### config.mk
export PLATFORM = sky130hd
export DESIGN_NAME = mstep_unit
export DESIGN_NICKNAME = d
export VERILOG_FILES = /design/src/rtl/mstep_pkg.sv /design/src/rtl/mstep_operand.sv /design/src/rtl/mstep_adder.sv /design/src/rtl/mstep_state.sv /design/src/rtl/mstep_unit.sv
export SDC_FILE = /design/constraint.sdc
export NUM_CORES = 1
export LEC_CHECK = 0
export BUFFER_PORTS_ARGS = -buffer_cell sky130_fd_sc_hd__buf_2
export CAP_MARGIN = 20
export CORE_UTILIZATION = 35
export CTS_CLUSTER_DIAMETER = 150
export DETAILED_ROUTE_END_ITERATION = 8
export GPL_ROUTABILITY_DRIVEN = 0
export PLACE_DENSITY = 0.57
export SYNTH_ARGS = -nofsm -noshare
export SYNTH_HDL_FRONTEND = slang
export SYNTH_SLANG_ARGS = --single-unit
### constraint.sdc
create_clock -name clk -period 6.8 [get_ports clk]
set_input_delay 0.68 -clock clk [delete_from_list [all_inputs] [get_ports clk]]
set_output_delay 0.68 -clock clk [all_outputs]
set_load 0.02 [all_outputs]
### src/rtl/mstep_pkg.sv
package mstep_pkg;

    localparam int unsigned DW = 32;

    typedef struct packed {
        logic n;
        logic z;
        logic v;
        logic c;
    } flags_t;

    typedef struct packed {
        logic [DW-1:0] shifted;
        logic [DW-1:0] addend;
    } operands_t;

    typedef struct packed {
        logic [DW-1:0] sum;
        flags_t        flg;
    } step_out_t;

    function automatic logic sign_bit(input logic [DW-1:0] x);
        return x[DW-1];
    endfunction

endpackage

### src/rtl/mstep_operand.sv
module mstep_operand
    import mstep_pkg::*;
#(
    parameter int unsigned W = DW
) (
    input  logic [W-1:0] pp_in,
    input  logic [W-1:0] mcand,
    input  logic         y_lsb,
    input  flags_t       prev_flg,
    output logic [W-1:0] shifted,
    output logic [W-1:0] addend
);
    logic top_bit;

    always_comb begin
        top_bit = prev_flg.n ^ prev_flg.v;
        shifted = {top_bit, pp_in[W-1:1]};
        addend  = y_lsb ? mcand : '0;
    end

    always_comb begin
        if (!y_lsb) begin
            a_r3_zero_addend: assert (addend == '0);
        end
    end
endmodule

### src/rtl/mstep_adder.sv
module mstep_adder
    import mstep_pkg::*;
#(
    parameter int unsigned W = DW
) (
    input  logic [W-1:0] shifted,
    input  logic [W-1:0] addend,
    output logic [W-1:0] sum,
    output flags_t       flg
);
    localparam int unsigned XW = W + 1;

    logic [XW-1:0] wide;
    logic          sa_same;
    logic          sr_diff;

    always_comb begin
        wide    = {1'b0, shifted} + {1'b0, addend};
        sum     = wide[W-1:0];
        sa_same = shifted[W-1] ~^ addend[W-1];
        sr_diff = shifted[W-1] ^ sum[W-1];
        flg.n   = sum[W-1];
        flg.z   = (sum == '0);
        flg.v   = sa_same & sr_diff;
        flg.c   = wide[W];
    end

    always_comb begin
        a_r6_carry_compare: assert (flg.c == (sum < shifted));
    end
endmodule

### src/rtl/mstep_state.sv
module mstep_state
    import mstep_pkg::*;
#(
    parameter int unsigned W = DW
) (
    input  logic         clk,
    input  logic         rst,
    input  logic         step_en,
    input  logic [W-1:0] next_sum,
    input  flags_t       next_flg,
    input  logic         pp_lsb,
    input  logic         y_wr,
    input  logic [W-1:0] y_wr_val,
    input  logic         flg_wr,
    input  flags_t       flg_wr_val,
    output logic [W-1:0] res_q,
    output logic [W-1:0] y_q,
    output flags_t       flg_q
);
    always_ff @(posedge clk) begin
        if (rst) begin
            res_q <= '0;
            y_q   <= '0;
            flg_q <= '0;
        end else if (step_en) begin
            res_q <= next_sum;
            y_q   <= {pp_lsb, y_q[W-1:1]};
            flg_q <= next_flg;
        end else begin
            if (y_wr) begin
                y_q <= y_wr_val;
            end
            if (flg_wr) begin
                flg_q <= flg_wr_val;
            end
        end
    end

    a_r1_reset_clear: assert property (@(posedge clk)
        rst |=> (res_q == '0 && y_q == '0 && flg_q == '0));

    a_r4_y_shift: assert property (@(posedge clk) disable iff (rst)
        step_en |=> y_q == {$past(pp_lsb), $past(y_q[W-1:1])});

    a_r5_zero_flag: assert property (@(posedge clk) disable iff (rst)
        step_en |=> flg_q.z == (res_q == '0));

    a_r5_neg_flag: assert property (@(posedge clk) disable iff (rst)
        step_en |=> flg_q.n == res_q[W-1]);

    a_r8_y_load: assert property (@(posedge clk) disable iff (rst)
        (!step_en && y_wr) |=> y_q == $past(y_wr_val));

    a_r9_flag_load: assert property (@(posedge clk) disable iff (rst)
        (!step_en && flg_wr) |=> flg_q == $past(flg_wr_val));

    a_r11_hold: assert property (@(posedge clk) disable iff (rst)
        (!step_en && !y_wr && !flg_wr) |=>
            ($stable(y_q) && $stable(flg_q) && $stable(res_q)));
endmodule

### src/rtl/mstep_unit.sv
module mstep_unit
    import mstep_pkg::*;
#(
    parameter int unsigned W = DW
) (
    input  logic         clk,
    input  logic         rst,
    input  logic         step_en,
    input  logic [W-1:0] pp_in,
    input  logic [W-1:0] mcand,
    input  logic         y_wr,
    input  logic [W-1:0] y_wr_val,
    input  logic         flg_wr,
    input  logic [3:0]   flg_wr_val,
    output logic [W-1:0] result,
    output logic [W-1:0] y_val,
    output logic [3:0]   flags
);
    logic [W-1:0] shifted;
    logic [W-1:0] addend;
    logic [W-1:0] sum;
    flags_t       new_flg;
    flags_t       cur_flg;
    flags_t       wr_flg;

    assign wr_flg = flags_t'(flg_wr_val);

    mstep_operand #(.W(W)) u_operand (
        .pp_in    (pp_in),
        .mcand    (mcand),
        .y_lsb    (y_val[0]),
        .prev_flg (cur_flg),
        .shifted  (shifted),
        .addend   (addend)
    );

    mstep_adder #(.W(W)) u_adder (
        .shifted (shifted),
        .addend  (addend),
        .sum     (sum),
        .flg     (new_flg)
    );

    mstep_state #(.W(W)) u_state (
        .clk        (clk),
        .rst        (rst),
        .step_en    (step_en),
        .next_sum   (sum),
        .next_flg   (new_flg),
        .pp_lsb     (pp_in[0]),
        .y_wr       (y_wr),
        .y_wr_val   (y_wr_val),
        .flg_wr     (flg_wr),
        .flg_wr_val (wr_flg),
        .res_q      (result),
        .y_q        (y_val),
        .flg_q      (cur_flg)
    );

    assign flags = cur_flg;

    a_r2_top_bit: assert property (@(posedge clk) disable iff (rst)
        step_en |=> $past(shifted[W-1]) == ($past(flags[3]) ^ $past(flags[1])));

    a_r3_sum: assert property (@(posedge clk) disable iff (rst)
        step_en |=> result == $past(shifted) + $past(addend));

    a_r7_overflow: assert property (@(posedge clk) disable iff (rst)
        step_en |=> flags[1] == (sign_bit($past(shifted)) == sign_bit($past(addend))
                                 && sign_bit(result) != sign_bit($past(shifted))));

    a_r10_step_wins: assert property (@(posedge clk) disable iff (rst)
        (step_en && flg_wr) |=> flags[2] == (result == '0));
endmodule

Word level (Yosys, flattened, before mapping)
Index checks and enable logic that the tools add are counted.
{ "op_classes": {"bitwise": 4, "reduce_logical": 3, "muxes": 5, "n_addsub": 1} }
{ "ops": {"columns": ["operator", "count"], "rows": [
  ["32-bit two-way mux", 3],
  ["32-bit by 32-bit adder with 33-bit output", 1],
  ["32-bit logical NOT", 1],
  ["4-bit two-way mux", 2],
  ["2-bit nonzero test", 2],
  ["1-bit XOR", 2],
  ["1-bit bitwise AND", 1],
  ["1-bit bitwise XNOR", 1]
]} }
{ "totals": {"ff_bits": 68, "input_bits": 105, "wordCells": 19, "output_inout_bits": 68} }

Longest topological paths before layout
{ "logic_depth": {"word_depth": 5, "mapped_depth": 14, "mapped_depth_nobuf": 12} }

Cells and area by module
Synthesis repeated with hierarchy kept, for this count alone.
{ "unflattened": {"cells_unflattened": 635, "hier_area_um2": 5562.8} }
{ "by_module_without_submodules": {"columns": ["module", "seq_area_each_um2", "cells_per_inst", "instances", "area_per_inst_um2"], "rows": [
  ["mstep_state", 1361.3, 265, 1, 2970.3],
  ["mstep_adder", 0.0, 302, 1, 2088.3],
  ["mstep_operand", 0.0, 68, 1, 504.2]
]} }

Worst setup path after synthesis
OpenSTA, ideal clock, no wires.
{ "synth_path": {"path_kind": "input -> register", "startpoint": "input port mcand[0]", "endpoint": "register u_state.flg_q[2] (netlist name)", "stages": 12, "path_slack_ps": 3533, "setup_time_ps": 87, "t_arrival_ps": 3180, "t_required_ps": 6713, "n_path_buf": 0, "cell_sequence": "and2_1 ha_1 fa_1 a211oi_2 o211ai_2 a31o_1 xor2_1 nor2_1 or4b_1 nor4_1 nand4_1 o31ai_1"} }
{ "synth_via": {"elab_chain_cells": 4} }
{ "synth_lines": {"columns": ["item", "line_no", "source"], "rows": [
  ["start: declaration", "mstep_unit.sv:10", "input logic [W-1:0] mcand,"],
  ["32-bit two-way mux", "mstep_operand.sv:18", "addend = y_lsb ? mcand : '0;"],
  ["32-bit by 32-bit adder with 33-bit output", "mstep_adder.sv:18", "wide = {1'b0, shifted} + {1'b0, addend};"],
  ["32-bit logical NOT", "mstep_adder.sv:23", "flg.z = (sum == '0);"],
  ["4-bit two-way mux", "mstep_state.sv:25", "end else if (step_en) begin"],
  ["end signal: assignment", "mstep_state.sv:28", "flg_q <= next_flg;"],
  ["end signal: assignment", "mstep_state.sv:34", "flg_q <= flg_wr_val;"],
  ["end: declaration", "mstep_state.sv:18", "output flags_t flg_q"]
]} }
No other way between the ends.
A chain may end at the register's enable or synchronous reset.

Final worst setup path
{ "layout_path": {"startpoint": "register u_state.y_q[0]", "endpoint": "register u_state.flg_q[2] (netlist name)"} }
{ "layout_via": {"elab_chain_cells": 4} }
{ "layout_lines": {"columns": ["item", "line_no", "source"], "rows": [
  ["start: declaration", "mstep_state.sv:17", "output logic [W-1:0] y_q,"],
  ["start signal: assignment", "mstep_state.sv:27", "y_q <= {pp_lsb, y_q[W-1:1]};"],
  ["start signal: assignment", "mstep_state.sv:31", "y_q <= y_wr_val;"],
  ["32-bit two-way mux", "mstep_operand.sv:18", null],
  ["32-bit by 32-bit adder with 33-bit output", "mstep_adder.sv:18", null],
  ["32-bit logical NOT", "mstep_adder.sv:23", null],
  ["4-bit two-way mux", "mstep_state.sv:25", null]
]} }
No other way between the ends.

==> results.md <==
* Critical Path Sink Type: flop
* Post-CTS setup buffer count at 0
* Crit share post-route at 0.555
* Rows at 44
* Clk slew on worst S/H paths at 50 ps
* Final min period at 3780 ps
* Post-Syn Instances at 700
* DRT antenna net count at 0
* Die Span Y at 126 um
* Number of synthesized flops with an enable pin at 0
* Iter 0 DRT Violations at 276
* GRT overflow at 0
* Failing checks: design-rule violations
* Hold Crit Depth at 2
* Ant diodes at 0
* Max Cap Viol at 0
* Status: finished with violations
* Routed vias at 5350
* Flops & latches, synth at 68
* Seq/Total Area, Yosys at 0.255
* Pwr Total at 1.22 mW
* CP arrival at 4010 ps
* Yosys warns at 0
* Crit Path Max Fanout at 34
* Cell area after synthesis at 0.00535 mm2
* Area Overhead vs Synth at 21.9%
* Layout cells sized above 1 at 0.241
* Synth area leaders: dfxtp_1 25%, mux2i_1 11%, nor2_1 8.2%, ha_1 7.5%, a21oi_1 6.7%
* CTS Hold Bufs at 0
* Worst Setup Path Type: reg -> reg
* Starting density of the core at 0.364
* Worst Skew at 3.65 ps
* TNS Setup at 0 ps
* DRT Pass-1 Iters at 9
* Vias in the first global route at 4822
* Avg Inst Size Synth at 7.64 um2
* Synth cell types at 68
* RSZ-0062 raised after global routing: false
* Rel. slew slack at 0.366
* Post-Syn Nets at 838
* Count of cells resized by post-cts repair at 0
* Wirelength per Cell at 14.7 um
* Slew Viols, Final at 0
* Placed cell areas at 0.00621 mm2
* Max IR drop VDD at 0.0000857 V
* Req. time, crit path at 7040 ps
* FMAX at 0.265 GHz
* Final HPWL DP at 11500 um
* Die width at 126 um
* Pre-CTS WS at 3030 ps
* I/O pins at 173
* Number of buffers created by CTS at 9
* Final instance area at 0.00652 mm2
* Port Buffers at 172
* Most common cell after layout, fill and taps aside: buf_2
* Initial antenna violation count at 0
* Most frequent cells in the layout: 171 x buf_2, 117 x nor2_1, 72 x a21oi_1
* Clk Latency, worst-skew pair at 330 ps
* Final setup violation count at 0
* Core ar. at 0.0147 mm2
* HP Class: reg -> reg
* R2R cell count at 12
* Clock root cell: clkbuf_16
* DRC viols at 18
* PwrDens at 188 mW/mm2
* Largest net degree at the start of global routing at 70
* Fin. Hold Viols at 0
* Synth async-reset ratio at 0
* CTS tree: yes
* Die footprint at 0.0158 mm2
* Dominant synthesized flop cell: dfxtp_1
* Synth top area share at 0.255
* Final worst-path setup slack at 3020 ps
* Number of H-tree levels at 3
* GR Util All Layers at 0.190
* Post-synth top area cell: dfxtp_1
* Clock buffer depth at 2
* Slew @ Worst Pin at 950 ps
* Detailed Route WL at 15100 um
* Worst Setup Start Kind: flop
* Final nets at 976
* Sink Count at 68
* First-pass GRT wire length at 24300 um
* Via-per-instance ratio at 5.21
* Leak at 3.21 nW
==> kinds of logic after synthesis <==
logic type | count (synthesis) | synth area share
AOI/OAI and AO/OA | 176 | 0.213
xor gates and xnor gates | 18 | 0.0295
adders and majority gates | 33 | 0.0786
buffers and inverters | 56 | 0.0512
DFF | 68 | 0.255
muxes | 61 | 0.115
and+or+nand+nor | 288 | 0.258
==> critical path, cell delays in order (launching register included) <==
cell and delay (ps):
dfxtp_1 620, and2_1 300, ha_1 200, fa_1 430, a211oi_2 310, o211ai_2 150
a31o_1 290, xor2_1 170, nor2_1 110, or4b_1 440, nor4_1 390, nand4_1 170
o31ai_1 90
==> worst paths after layout <==
check                                       from                        endpoint  slack (ps)
setup reg to reg     u_state.y_q[0]$_SDFFE_PP0P_   u_state.flg_q[2]$_SDFFE_PP0P_        3020
setup / recovery     u_state.y_q[0]$_SDFFE_PP0P_   u_state.flg_q[2]$_SDFFE_PP0P_        3020
hold / removal    u_state.res_q[13]$_SDFFE_PP0P_  u_state.res_q[13]$_SDFFE_PP0P_         470
hold reg to reg   u_state.res_q[13]$_SDFFE_PP0P_  u_state.res_q[13]$_SDFFE_PP0P_         470
==> area by class of cell <==
class                   instances  area [um2]
fillers                      1541        8180
inverters                       9        33.8
well taps                     184         230
flip-flops and latches         68        1360
multi-input cells             576        3710
clock buffers                  14         274
repair buffers                174         878
clock inverters                 1        30.0
==> registers in the layout (all words and copies together) (netlist names) <==
register,flops
u_state.res_q,32
u_state.y_q,32
u_state.flg_q,4
==> per-stage QoR <==
step           instances  hold WS (ps)  utilization
2_1_floorplan        700           544            -
3_3_place_gp        1011           456        0.423
3_5_place_dp        1011           468        0.423
4_1_cts             1026           477        0.443
5_1_grt             1026           487        0.443
6_report            1026           469        0.443
==> synthesized netlist by cell type (4+ instances only) <==
cell / number
a211oi_1: 7
nor2b_1: 6
nor3_1: 25
ha_1: 32
nor2_1: 117
and2_1: 33
and3_1: 11
o211ai_2: 4
dfxtp_1: 68
buf_2: 6
o21ai_0: 24
a21oi_1: 72
xnor2_1: 12
nand4_1: 9
xor2_1: 6
buf_6: 5
o211ai_1: 4
clkbuf_1: 29
a21o_1: 15
a2111oi_0: 4
nand3_1: 19
mux2i_1: 58
inv_1: 9
a211o_1: 4
nand2_1: 42
or3_1: 4
o21ai_1: 6
nor4_1: 4
==> power breakdown <==
group / internal (mW) / total (mW) / switching, mW
Clock: 0.312 / 0.471 / 0.159
Combinational: 0.127 / 0.309 / 0.183
Sequential: 0.424 / 0.443 / 0.0189
Total: 0.862 / 1.22 / 0.361
==> layer usage <==
metal  wire length, um  track usage  vias to the layer above
li1                  -            -                     2798
met1              7200        0.258                     2377
met2              6830        0.307                      163
met3               833       0.0300                       12
met4               198       0.0595                        0
met5                 0            0                        -
Power figures use the tool's default switching activity.
